## config.mk

```make
export PLATFORM = sky130hd
export DESIGN_NAME = rtc_regif
export DESIGN_NICKNAME = d
export VERILOG_FILES = /design/src/rtl/rtc_regif_pkg.sv /design/src/rtl/rtc_host_port.sv /design/src/rtl/rtc_event_flags.sv /design/src/rtl/rtc_regfile.sv /design/src/rtl/rtc_regif.sv
export SDC_FILE = /design/constraint.sdc
export NUM_CORES = 1
export LEC_CHECK = 0
export BUFFER_PORTS_ARGS = -buffer_cell sky130_fd_sc_hd__buf_4
export CAP_MARGIN = 20
export CELL_PAD_IN_SITES_DETAIL_PLACEMENT = 1
export CELL_PAD_IN_SITES_GLOBAL_PLACEMENT = 1
export CORE_UTILIZATION = 46
export CTS_CLUSTER_DIAMETER = 30
export CTS_CLUSTER_SIZE = 28
export DETAILED_ROUTE_END_ITERATION = 7
export PLACE_DENSITY_LB_ADDON = 0.1
export SLEW_MARGIN = 30
export SYNTH_ARGS = -nofsm -noshare
export SYNTH_HDL_FRONTEND = slang
export SYNTH_SLANG_ARGS = --single-unit
```

## constraint.sdc

```tcl
create_clock -name clk -period 8.22 [get_ports clk]
set_clock_uncertainty 0.1 [all_clocks]
set_input_delay 0.411 -clock clk [delete_from_list [all_inputs] [get_ports clk]]
set_output_delay 0.411 -clock clk [all_outputs]
set_load 0.05 [all_outputs]
```

## src/rtl/rtc_regif_pkg.sv

```systemverilog
package rtc_regif_pkg;

  localparam int BYTE_W     = 8;
  localparam int TOD_REGS   = 10;
  localparam int IDX_CTL_A  = TOD_REGS;
  localparam int IDX_CTL_B  = TOD_REGS + 1;
  localparam int IDX_STATUS = TOD_REGS + 2;
  localparam int IDX_VALID  = TOD_REGS + 3;
  localparam int RAM_BASE   = TOD_REGS + 4;
  localparam int N_EVENTS   = 3;

  // bit positions inside control byte B
  localparam int B_DSE  = 0;
  localparam int B_HR24 = 1;
  localparam int B_BIN  = 2;
  localparam int B_SQW  = 3;
  localparam int B_EN0  = 4;   // enables occupy B_EN0 .. B_EN0+N_EVENTS-1
  localparam int B_SET  = 7;

  // status byte: flags start at FLAG_LSB, summary at bit 7
  localparam int FLAG_LSB = 4;

  typedef enum logic [1:0] {
    OP_SET_INDEX = 2'd0,
    OP_WRITE     = 2'd1,
    OP_READ      = 2'd2,
    OP_IGNORE    = 2'd3
  } bus_op_e;

endpackage

```

## src/rtl/rtc_host_port.sv

```systemverilog
module rtc_host_port
  import rtc_regif_pkg::*;
#(
  parameter int IDX_W = 6
) (
  input  logic              clk,
  input  logic              rst_n,
  input  logic              bus_valid,
  input  logic [1:0]        bus_op,
  input  logic [IDX_W-1:0]  idx_wdata,
  output logic              bus_ready,
  input  logic              rsp_ready,
  output logic              rsp_valid,
  output logic [BYTE_W-1:0] rsp_data,
  input  logic [BYTE_W-1:0] rd_value,
  output logic [IDX_W-1:0]  idx_q,
  output logic              wr_fire,
  output logic              rd_fire
);

  logic fire;

  assign bus_ready = !rsp_valid;
  assign fire      = bus_valid && bus_ready;
  assign wr_fire   = fire && (bus_op == OP_WRITE);
  assign rd_fire   = fire && (bus_op == OP_READ);

  always_ff @(posedge clk) begin
    if (!rst_n) begin
      idx_q <= '0;
    end else if (fire && (bus_op == OP_SET_INDEX)) begin
      idx_q <= idx_wdata;
    end
  end

  always_ff @(posedge clk) begin
    if (!rst_n) begin
      rsp_valid <= 1'b0;
      rsp_data  <= '0;
    end else if (rd_fire) begin
      rsp_valid <= 1'b1;
      rsp_data  <= rd_value;
    end else if (rsp_ready) begin
      rsp_valid <= 1'b0;
    end
  end

endmodule

```

## src/rtl/rtc_event_flags.sv

```systemverilog
module rtc_event_flags
  import rtc_regif_pkg::*;
(
  input  logic                clk,
  input  logic                rst_n,
  input  logic [N_EVENTS-1:0] ev,
  input  logic [N_EVENTS-1:0] en,
  input  logic                clr,
  output logic [N_EVENTS-1:0] flags_q,
  output logic                irq
);

  logic [N_EVENTS-1:0] flags_d;

  // a clearing read drops old flags; events in the same cycle survive
  assign flags_d = (clr ? '0 : flags_q) | ev;
  assign irq     = |(flags_q & en);

  always_ff @(posedge clk) begin
    if (!rst_n) flags_q <= '0;
    else        flags_q <= flags_d;
  end

endmodule

```

## src/rtl/rtc_regfile.sv

```systemverilog
module rtc_regfile
  import rtc_regif_pkg::*;
#(
  parameter int IDX_W = 6
) (
  input  logic                clk,
  input  logic                rst_n,
  input  logic                wr_en,
  input  logic [IDX_W-1:0]    idx,
  input  logic [BYTE_W-1:0]   wdata,
  input  logic                uip_in,
  input  logic                vrt_in,
  input  logic                irq_sum,
  input  logic [N_EVENTS-1:0] flags,
  output logic [BYTE_W-1:0]   rd_value,
  output logic [BYTE_W-2:0]   ctl_a_q,
  output logic [BYTE_W-1:0]   ctl_b_q
);

  localparam int RAM_DEPTH = (1 << IDX_W) - RAM_BASE;
  localparam int RAM_AW    = $clog2(RAM_DEPTH);
  localparam int TOD_AW    = $clog2(TOD_REGS);

  logic [BYTE_W-1:0] tod_q [TOD_REGS];
  logic [BYTE_W-1:0] ram_q [RAM_DEPTH];

  logic              is_tod, is_ram, is_a, is_b, is_status, is_valid;
  logic [TOD_AW-1:0] tod_ix;
  logic [RAM_AW-1:0] ram_ix;
  logic [BYTE_W-1:0] status_byte;

  assign is_tod    = idx <  IDX_W'(TOD_REGS);
  assign is_ram    = idx >= IDX_W'(RAM_BASE);
  assign is_a      = idx == IDX_W'(IDX_CTL_A);
  assign is_b      = idx == IDX_W'(IDX_CTL_B);
  assign is_status = idx == IDX_W'(IDX_STATUS);
  assign is_valid  = idx == IDX_W'(IDX_VALID);
  assign tod_ix    = idx[TOD_AW-1:0];
  assign ram_ix    = RAM_AW'(idx - IDX_W'(RAM_BASE));

  always_comb begin
    status_byte = '0;
    status_byte[BYTE_W-1] = irq_sum;
    for (int k = 0; k < N_EVENTS; k++) status_byte[FLAG_LSB + k] = flags[k];
  end

  // storage without reset: contents are expected to outlive a reset
  always_ff @(posedge clk) begin
    if (wr_en && is_tod) tod_q[tod_ix] <= wdata;
  end

  always_ff @(posedge clk) begin
    if (wr_en && is_ram) ram_q[ram_ix] <= wdata;
  end

  always_ff @(posedge clk) begin
    if (!rst_n) begin
      ctl_a_q <= '0;
      ctl_b_q <= '0;
    end else if (wr_en) begin
      if (is_a) ctl_a_q <= wdata[BYTE_W-2:0];
      if (is_b) ctl_b_q <= wdata;
    end
  end

  always_comb begin
    rd_value = '0;
    if (is_tod)         rd_value = tod_q[tod_ix];
    else if (is_a)      rd_value = {uip_in, ctl_a_q};
    else if (is_b)      rd_value = ctl_b_q;
    else if (is_status) rd_value = status_byte;
    else if (is_valid)  rd_value = {vrt_in, {(BYTE_W-1){1'b0}}};
    else if (is_ram)    rd_value = ram_q[ram_ix];
  end

endmodule

```

## src/rtl/rtc_regif.sv

```systemverilog
module rtc_regif
  import rtc_regif_pkg::*;
#(
  parameter int IDX_W = 6
) (
  input  logic        clk,
  input  logic        rst_n,
  input  logic        bus_valid,
  output logic        bus_ready,
  input  logic [1:0]  bus_op,
  input  logic [7:0]  bus_wdata,
  output logic        rsp_valid,
  input  logic        rsp_ready,
  output logic [7:0]  rsp_data,
  input  logic        ev_update_end,
  input  logic        ev_alarm,
  input  logic        ev_periodic,
  input  logic        uip_in,
  input  logic        vrt_in,
  output logic        irq,
  output logic [3:0]  rate_sel,
  output logic [2:0]  div_sel,
  output logic        dst_en,
  output logic        hour24,
  output logic        bin_mode,
  output logic        sqw_en,
  output logic        set_hold
);

  logic [IDX_W-1:0]    idx_q;
  logic                wr_fire, rd_fire, clr_status;
  logic [BYTE_W-1:0]   rd_value;
  logic [BYTE_W-2:0]   ctl_a_q;
  logic [BYTE_W-1:0]   ctl_b_q;
  logic [N_EVENTS-1:0] ev_vec, en_vec, flags_q;

  assign ev_vec     = {ev_periodic, ev_alarm, ev_update_end};
  assign en_vec     = ctl_b_q[B_EN0 +: N_EVENTS];
  assign clr_status = rd_fire && (idx_q == IDX_W'(IDX_STATUS));

  rtc_host_port #(.IDX_W(IDX_W)) u_port (
    .clk       (clk),
    .rst_n     (rst_n),
    .bus_valid (bus_valid),
    .bus_op    (bus_op),
    .idx_wdata (bus_wdata[IDX_W-1:0]),
    .bus_ready (bus_ready),
    .rsp_ready (rsp_ready),
    .rsp_valid (rsp_valid),
    .rsp_data  (rsp_data),
    .rd_value  (rd_value),
    .idx_q     (idx_q),
    .wr_fire   (wr_fire),
    .rd_fire   (rd_fire)
  );

  rtc_event_flags u_flags (
    .clk     (clk),
    .rst_n   (rst_n),
    .ev      (ev_vec),
    .en      (en_vec),
    .clr     (clr_status),
    .flags_q (flags_q),
    .irq     (irq)
  );

  rtc_regfile #(.IDX_W(IDX_W)) u_regs (
    .clk      (clk),
    .rst_n    (rst_n),
    .wr_en    (wr_fire),
    .idx      (idx_q),
    .wdata    (bus_wdata),
    .uip_in   (uip_in),
    .vrt_in   (vrt_in),
    .irq_sum  (irq),
    .flags    (flags_q),
    .rd_value (rd_value),
    .ctl_a_q  (ctl_a_q),
    .ctl_b_q  (ctl_b_q)
  );

  assign rate_sel = ctl_a_q[3:0];
  assign div_sel  = ctl_a_q[6:4];
  assign dst_en   = ctl_b_q[B_DSE];
  assign hour24   = ctl_b_q[B_HR24];
  assign bin_mode = ctl_b_q[B_BIN];
  assign sqw_en   = ctl_b_q[B_SQW];
  assign set_hold = ctl_b_q[B_SET];

endmodule

```

==> flow_summary.html <==
<table>
<tr><th>Metric</th><th>Value</th></tr>
<tr><th colspan="2">Global routing</th></tr>
<tr><td>Global-route wire length before repair</td><td>87.1 mm</td></tr>
<tr><td>GRT Max-Usage Layer</td><td>met2</td></tr>
<tr><td>Antenna violations before repair</td><td>0</td></tr>
<tr><td>Fraction of met1 tracks used by global routing</td><td>36.1%</td></tr>
<tr><td>Maximum number of pins on one net before global-route repair</td><td>109</td></tr>
<tr><td>Global routing usage on met3</td><td>4.06%</td></tr>
<tr><td>Number of global-route vias before repair</td><td>12600</td></tr>
<tr><td>Total routing usage reported by global routing</td><td>26.0%</td></tr>
<tr><td>Gr ovfl total</td><td>0</td></tr>
<tr><td>GR met2 Demand/Resource</td><td>41.5%</td></tr>
<tr><th colspan="2">Pwr</th></tr>
<tr><td>Switching pwr</td><td>1.62 mW</td></tr>
<tr><td>Logic gate share of total power</td><td>3.0%</td></tr>
<tr><td>Max rail drop VDD</td><td>0.210 mV</td></tr>
<tr><td>Internal</td><td>6.06 mW</td></tr>
<tr><td>Portion of total power attributed to sequential cells</td><td>37.7%</td></tr>
<tr><td>Leakage power of the design</td><td>8.26 nW</td></tr>
<tr><td>Total power divided by cell area</td><td>300 nW/um^2</td></tr>
<tr><td>Switching share of power</td><td>21.1%</td></tr>
<tr><td>Clock network fraction of total power</td><td>59.2%</td></tr>
<tr><th colspan="2">Timing</th></tr>
<tr><td>Transition time at the pin with the least slew margin</td><td>0.990 ns</td></tr>
<tr><td>Setup WS post-layout</td><td>3.74 ns</td></tr>
<tr><td>Final hold vios</td><td>0</td></tr>
<tr><td>Fmax</td><td>0.223 GHz</td></tr>
<tr><td>Relative max-transition margin</td><td>33.8%</td></tr>
<tr><td>Worst Hold Margin</td><td>0.137 ns</td></tr>
<tr><td>Number of pins with negative max-slew slack in the final report</td><td>0</td></tr>
<tr><td>Final Critical Period</td><td>4.48 ns</td></tr>
<tr><td>Setup repair after global routing missed its margin</td><td>false</td></tr>
<tr><td>Crit share post-route</td><td>54.5%</td></tr>
<tr><td>Final setup violation count</td><td>0</td></tr>
<tr><td>Aggregate negative setup slack</td><td>0 ns</td></tr>
<tr><th colspan="2">Setup path</th></tr>
<tr><td>Slowest cell on the critical path</td><td>sky130_fd_sc_hd__nor2_1</td></tr>
<tr><td>Ordered list of cells on the worst path</td><td>inv_1 &gt; ha_2 &gt; buf_4 &gt; nor2_1 &gt; a221o_1 &gt; o32ai_1 &gt; a2111oi_0 &gt; a41o_1 &gt; a21oi_1</td></tr>
<tr><td>Data arrival time at the worst-slack endpoint</td><td>4.87 ns</td></tr>
<tr><td>Maximum fanout count along the critical path</td><td>59</td></tr>
<tr><td>Category of the worst setup path launch point</td><td>flop</td></tr>
<tr><td>Type of element capturing the critical path</td><td>flop</td></tr>
<tr><td>Critical Path Source</td><td>u_port.idx_q[1]</td></tr>
<tr><td>Classification of the worst setup path</td><td>flop to flop</td></tr>
<tr><td>FF-to-FF Start</td><td>u_port.idx_q[1]</td></tr>
<tr><td>Worst stage delay on the critical path</td><td>0.85 ns</td></tr>
<tr><td>Crit path required time</td><td>8.62 ns</td></tr>
<tr><th colspan="2">Synth</th></tr>
<tr><td>Most common flop cell mapped by yosys</td><td>sky130_fd_sc_hd__edfxtp_1</td></tr>
<tr><td>Sequential area share after synthesis</td><td>72.8%</td></tr>
<tr><td>Top cells by area, synth</td><td>sky130_fd_sc_hd__edfxtp_1 (69%), sky130_fd_sc_hd__mux4_2 (7.0%), sky130_fd_sc_hd__mux2i_1 (3.7%)</td></tr>
<tr><td>Net count after synthesis</td><td>1240</td></tr>
<tr><td>Fraction of registers with async set/reset</td><td>0%</td></tr>
<tr><td>Syn avg cell area</td><td>17.1 sq um</td></tr>
<tr><td>Flip-flop and latch count after synthesis</td><td>517</td></tr>
<tr><td>Yosys top cell area share</td><td>69.2%</td></tr>
<tr><td>Combined area of all synthesized cells</td><td>20800 sq um</td></tr>
<tr><td>Leading area contributor after synthesis</td><td>sky130_fd_sc_hd__edfxtp_1</td></tr>
<tr><td>Gate Count Post-Synth</td><td>1216</td></tr>
<tr><td>Number of warning messages in the yosys log</td><td>0</td></tr>
<tr><td>Number of distinct standard cells referenced by the synthesized netlist</td><td>63</td></tr>
<tr><td>Count of flip-flops with a built-in enable after synthesis</td><td>480</td></tr>
<tr><td>Cell with the most instances after synthesis</td><td>sky130_fd_sc_hd__edfxtp_1</td></tr>
<tr><td>Most numerous cell types in the synthesized netlist</td><td>sky130_fd_sc_hd__edfxtp_1 (480), sky130_fd_sc_hd__mux2i_1 (76), sky130_fd_sc_hd__nor2_1 (76), sky130_fd_sc_hd__mux4_2 (65), sky130_fd_sc_hd__nand2_1 (64)</td></tr>
<tr><th colspan="2">Clocking</th></tr>
<tr><td>Later-pin clock latency in the skew report</td><td>0.63 ns</td></tr>
<tr><td>Clock tree from TritonCTS</td><td>built</td></tr>
<tr><td>Number of setup buffers added after CTS</td><td>0</td></tr>
<tr><td>Worst-case clock buffer depth</td><td>3</td></tr>
<tr><td>CTS buffer count</td><td>108</td></tr>
<tr><td>H-tree lvl count</td><td>3</td></tr>
<tr><td>Worst-path clk slew</td><td>0.05 ns</td></tr>
<tr><td>Clk Tree Root Cell</td><td>sky130_fd_sc_hd__clkbuf_16</td></tr>
<tr><td>Clk sink count</td><td>517</td></tr>
<tr><th colspan="2">Die</th></tr>
<tr><td>Starting Density</td><td>46.9%</td></tr>
<tr><td>Site row count</td><td>77</td></tr>
<tr><td>Core Region</td><td>44400 sq um</td></tr>
<tr><td>Die Height</td><td>215 um</td></tr>
<tr><td>Die width</td><td>215 um</td></tr>
<tr><td>I/O pin total</td><td>42</td></tr>
<tr><td>Die outline area</td><td>46100 sq um</td></tr>
<tr><th colspan="2">Place</th></tr>
<tr><td>Worst Setup Slack post-DPL</td><td>3.80 ns</td></tr>
<tr><td>Placed Instance Area</td><td>21700 sq um</td></tr>
<tr><td>Placer's final routability congestion estimate</td><td>0.876</td></tr>
<tr><td>Total half-perimeter wirelength after legalization and detailed placement</td><td>33.8 mm</td></tr>
<tr><td>Number of instances in the placed design</td><td>1800</td></tr>
<tr><td>Count of buffers inserted at the top-level ports</td><td>41</td></tr>
<tr><th colspan="2">Layout</th></tr>
<tr><td>Number of standard cells in the layout, taps in and fillers out</td><td>2004</td></tr>
<tr><td>Number of antenna cells inserted</td><td>0</td></tr>
<tr><td>Area of all placed cells without fillers</td><td>25600 sq um</td></tr>
<tr><td>Share of cells above drive strength 1</td><td>26.3%</td></tr>
<tr><td>Area overhead of the layout relative to synthesis</td><td>22.9%</td></tr>
<tr><td>Layout net count</td><td>1346</td></tr>
<tr><th colspan="2">Min path</th></tr>
<tr><td>Worst Hold Class</td><td>input pin to flop</td></tr>
<tr><td>Hold Crit Start</td><td>rst_n</td></tr>
<tr><th colspan="2">Detailed routing</th></tr>
<tr><td>Vias after detailed routing</td><td>12000</td></tr>
<tr><td>Number of vias per cell</td><td>5.97</td></tr>
<tr><td>Final routed wire length divided by cell count</td><td>29.4 um</td></tr>
<tr><td>First-pass iteration count of the detailed router</td><td>5</td></tr>
<tr><td>DRC marker count from the first detailed-route iteration</td><td>1111</td></tr>
<tr><td>Antenna Violating Nets Remaining</td><td>0</td></tr>
<tr><td>Number of design rule violations left after detail routing</td><td>0</td></tr>
<tr><td>Total wire length</td><td>58.9 mm</td></tr>
<tr><th colspan="2">Run status</th></tr>
<tr><td>Run status</td><td>completed</td></tr>
<tr><th colspan="2">Flow run</th></tr>
<tr><td>Max-cap violation count</td><td>0</td></tr>
</table>
-- power groups by stage --
stage	clock network [mW]	logic, mW	registers [mW]
CTS	4.60	0.235	2.90
finish	4.55	0.233	2.90
global route	4.72	0.247	2.90
floorplan	0	0.123	2.95
detailed placement	0	0.232	2.95
global placement	0	0.227	2.95
-- flip-flops by register name, summed over array words and instances, names as in the netlist, named ones only --
register and count:
u_regs.ram_q 400, u_regs.tod_q 80, u_port.rsp_data 8, u_regs.ctl_b_q 8, u_regs.ctl_a_q 7, u_port.idx_q 6, u_flags.flags_q 3, u_port.rsp_valid 1
-- metrics by stage --
stage	power, mW	util [%]
detailed placement	3.18	48.9
finish	7.68	57.6
global route	7.86	57.6
global placement	3.17	48.8
floorplan	3.07	-
CTS	7.73	57.6
-- critical path, delay by kind of cell (launching register included) --
family	cells	cell delay, ns
buffers and inverters	2	0.73
and+or+nand+nor	1	0.85
adders and majority gates	1	0.43
AOI/OAI and AO/OA	5	1.42
DFF	1	0.76
-- cell usage in the layout, fill, tap and decap left out, types with 5 or more instances in the layout --
cell and count:
sky130_fd_sc_hd__edfxtp_1 480, sky130_fd_sc_hd__clkbuf_16 110, sky130_fd_sc_hd__mux2i_1 76, sky130_fd_sc_hd__mux4_2 65, sky130_fd_sc_hd__nor2_1 64, sky130_fd_sc_hd__nand2_1 64, sky130_fd_sc_hd__buf_4 60, sky130_fd_sc_hd__mux2_2 43
sky130_fd_sc_hd__o22ai_1 42, sky130_fd_sc_hd__dfxtp_1 35, sky130_fd_sc_hd__o21ai_0 30, sky130_fd_sc_hd__a21oi_1 29, sky130_fd_sc_hd__nor2b_1 23, sky130_fd_sc_hd__bufinv_16 21, sky130_fd_sc_hd__a211oi_1 19, sky130_fd_sc_hd__nand3_1 18
sky130_fd_sc_hd__clkinv_2 16, sky130_fd_sc_hd__a21boi_0 15, sky130_fd_sc_hd__clkinvlp_4 14, sky130_fd_sc_hd__a22oi_1 13, sky130_fd_sc_hd__nor2_2 12, sky130_fd_sc_hd__clkinv_1 12, sky130_fd_sc_hd__nand2b_1 11, sky130_fd_sc_hd__clkinv_4 10
sky130_fd_sc_hd__inv_1 9, sky130_fd_sc_hd__clkbuf_1 7, sky130_fd_sc_hd__nor3_1 6, sky130_fd_sc_hd__inv_6 6, sky130_fd_sc_hd__a22o_1 5, sky130_fd_sc_hd__a2bb2oi_1 5, sky130_fd_sc_hd__a2111oi_0 5
-- logic make-up (layout without fill, tap and decap cells) --
kind of cell / after synthesis / count (layout) / share of synthesized area, %
flip-flops: 517 / 517 / 72.8
AND/OR/NAND/NOR: 220 / 220 / 4.83
multiplexers: 187 / 187 / 13.4
buffers and inverters: 79 / 275 / 1.89
AO/OA/AOI/OAI: 206 / 206 / 6.74
adder cells (fa/ha/maj): 5 / 5 / 0.300
XOR/XNOR: 2 / 2 / 0.0841
-- final timing paths --
| check | to | slack, ns | depth (start not counted) |
|---|---|---|---|
| min reg2reg | u_regs.ctl_b_q[6] | 0.40 | 2 |
| max | u_port.rsp_data[4] | 3.74 | 9 |
| max reg2reg | u_port.rsp_data[4] | 3.74 | 9 |
| min | u_port.rsp_data[4] | 0.14 | 3 |
-- what timing repair did --
action / 4_1_cts / 5_1_grt
hold buffers: 4 / 0
gates resized for setup: 0 / 0
endpoints found under the hold margin: 4 / 0
-- routing by layer --
metal	wire, um	up-vias
met1	25200	6282
met2	28500	441
met3	3490	109
met5	0	-
li1	-	5134
met4	1620	0
-- cell type report --
cell class	count	area, sq um
timing repair buffer	65	510
inverter	10	37.5
clock inverter	83	1050
multi-input combinational	620	5320
sequential	517	15200
clock buffer	117	2780
tap	592	741
fill	3978	18800
(Power assumes the default switching activity.)
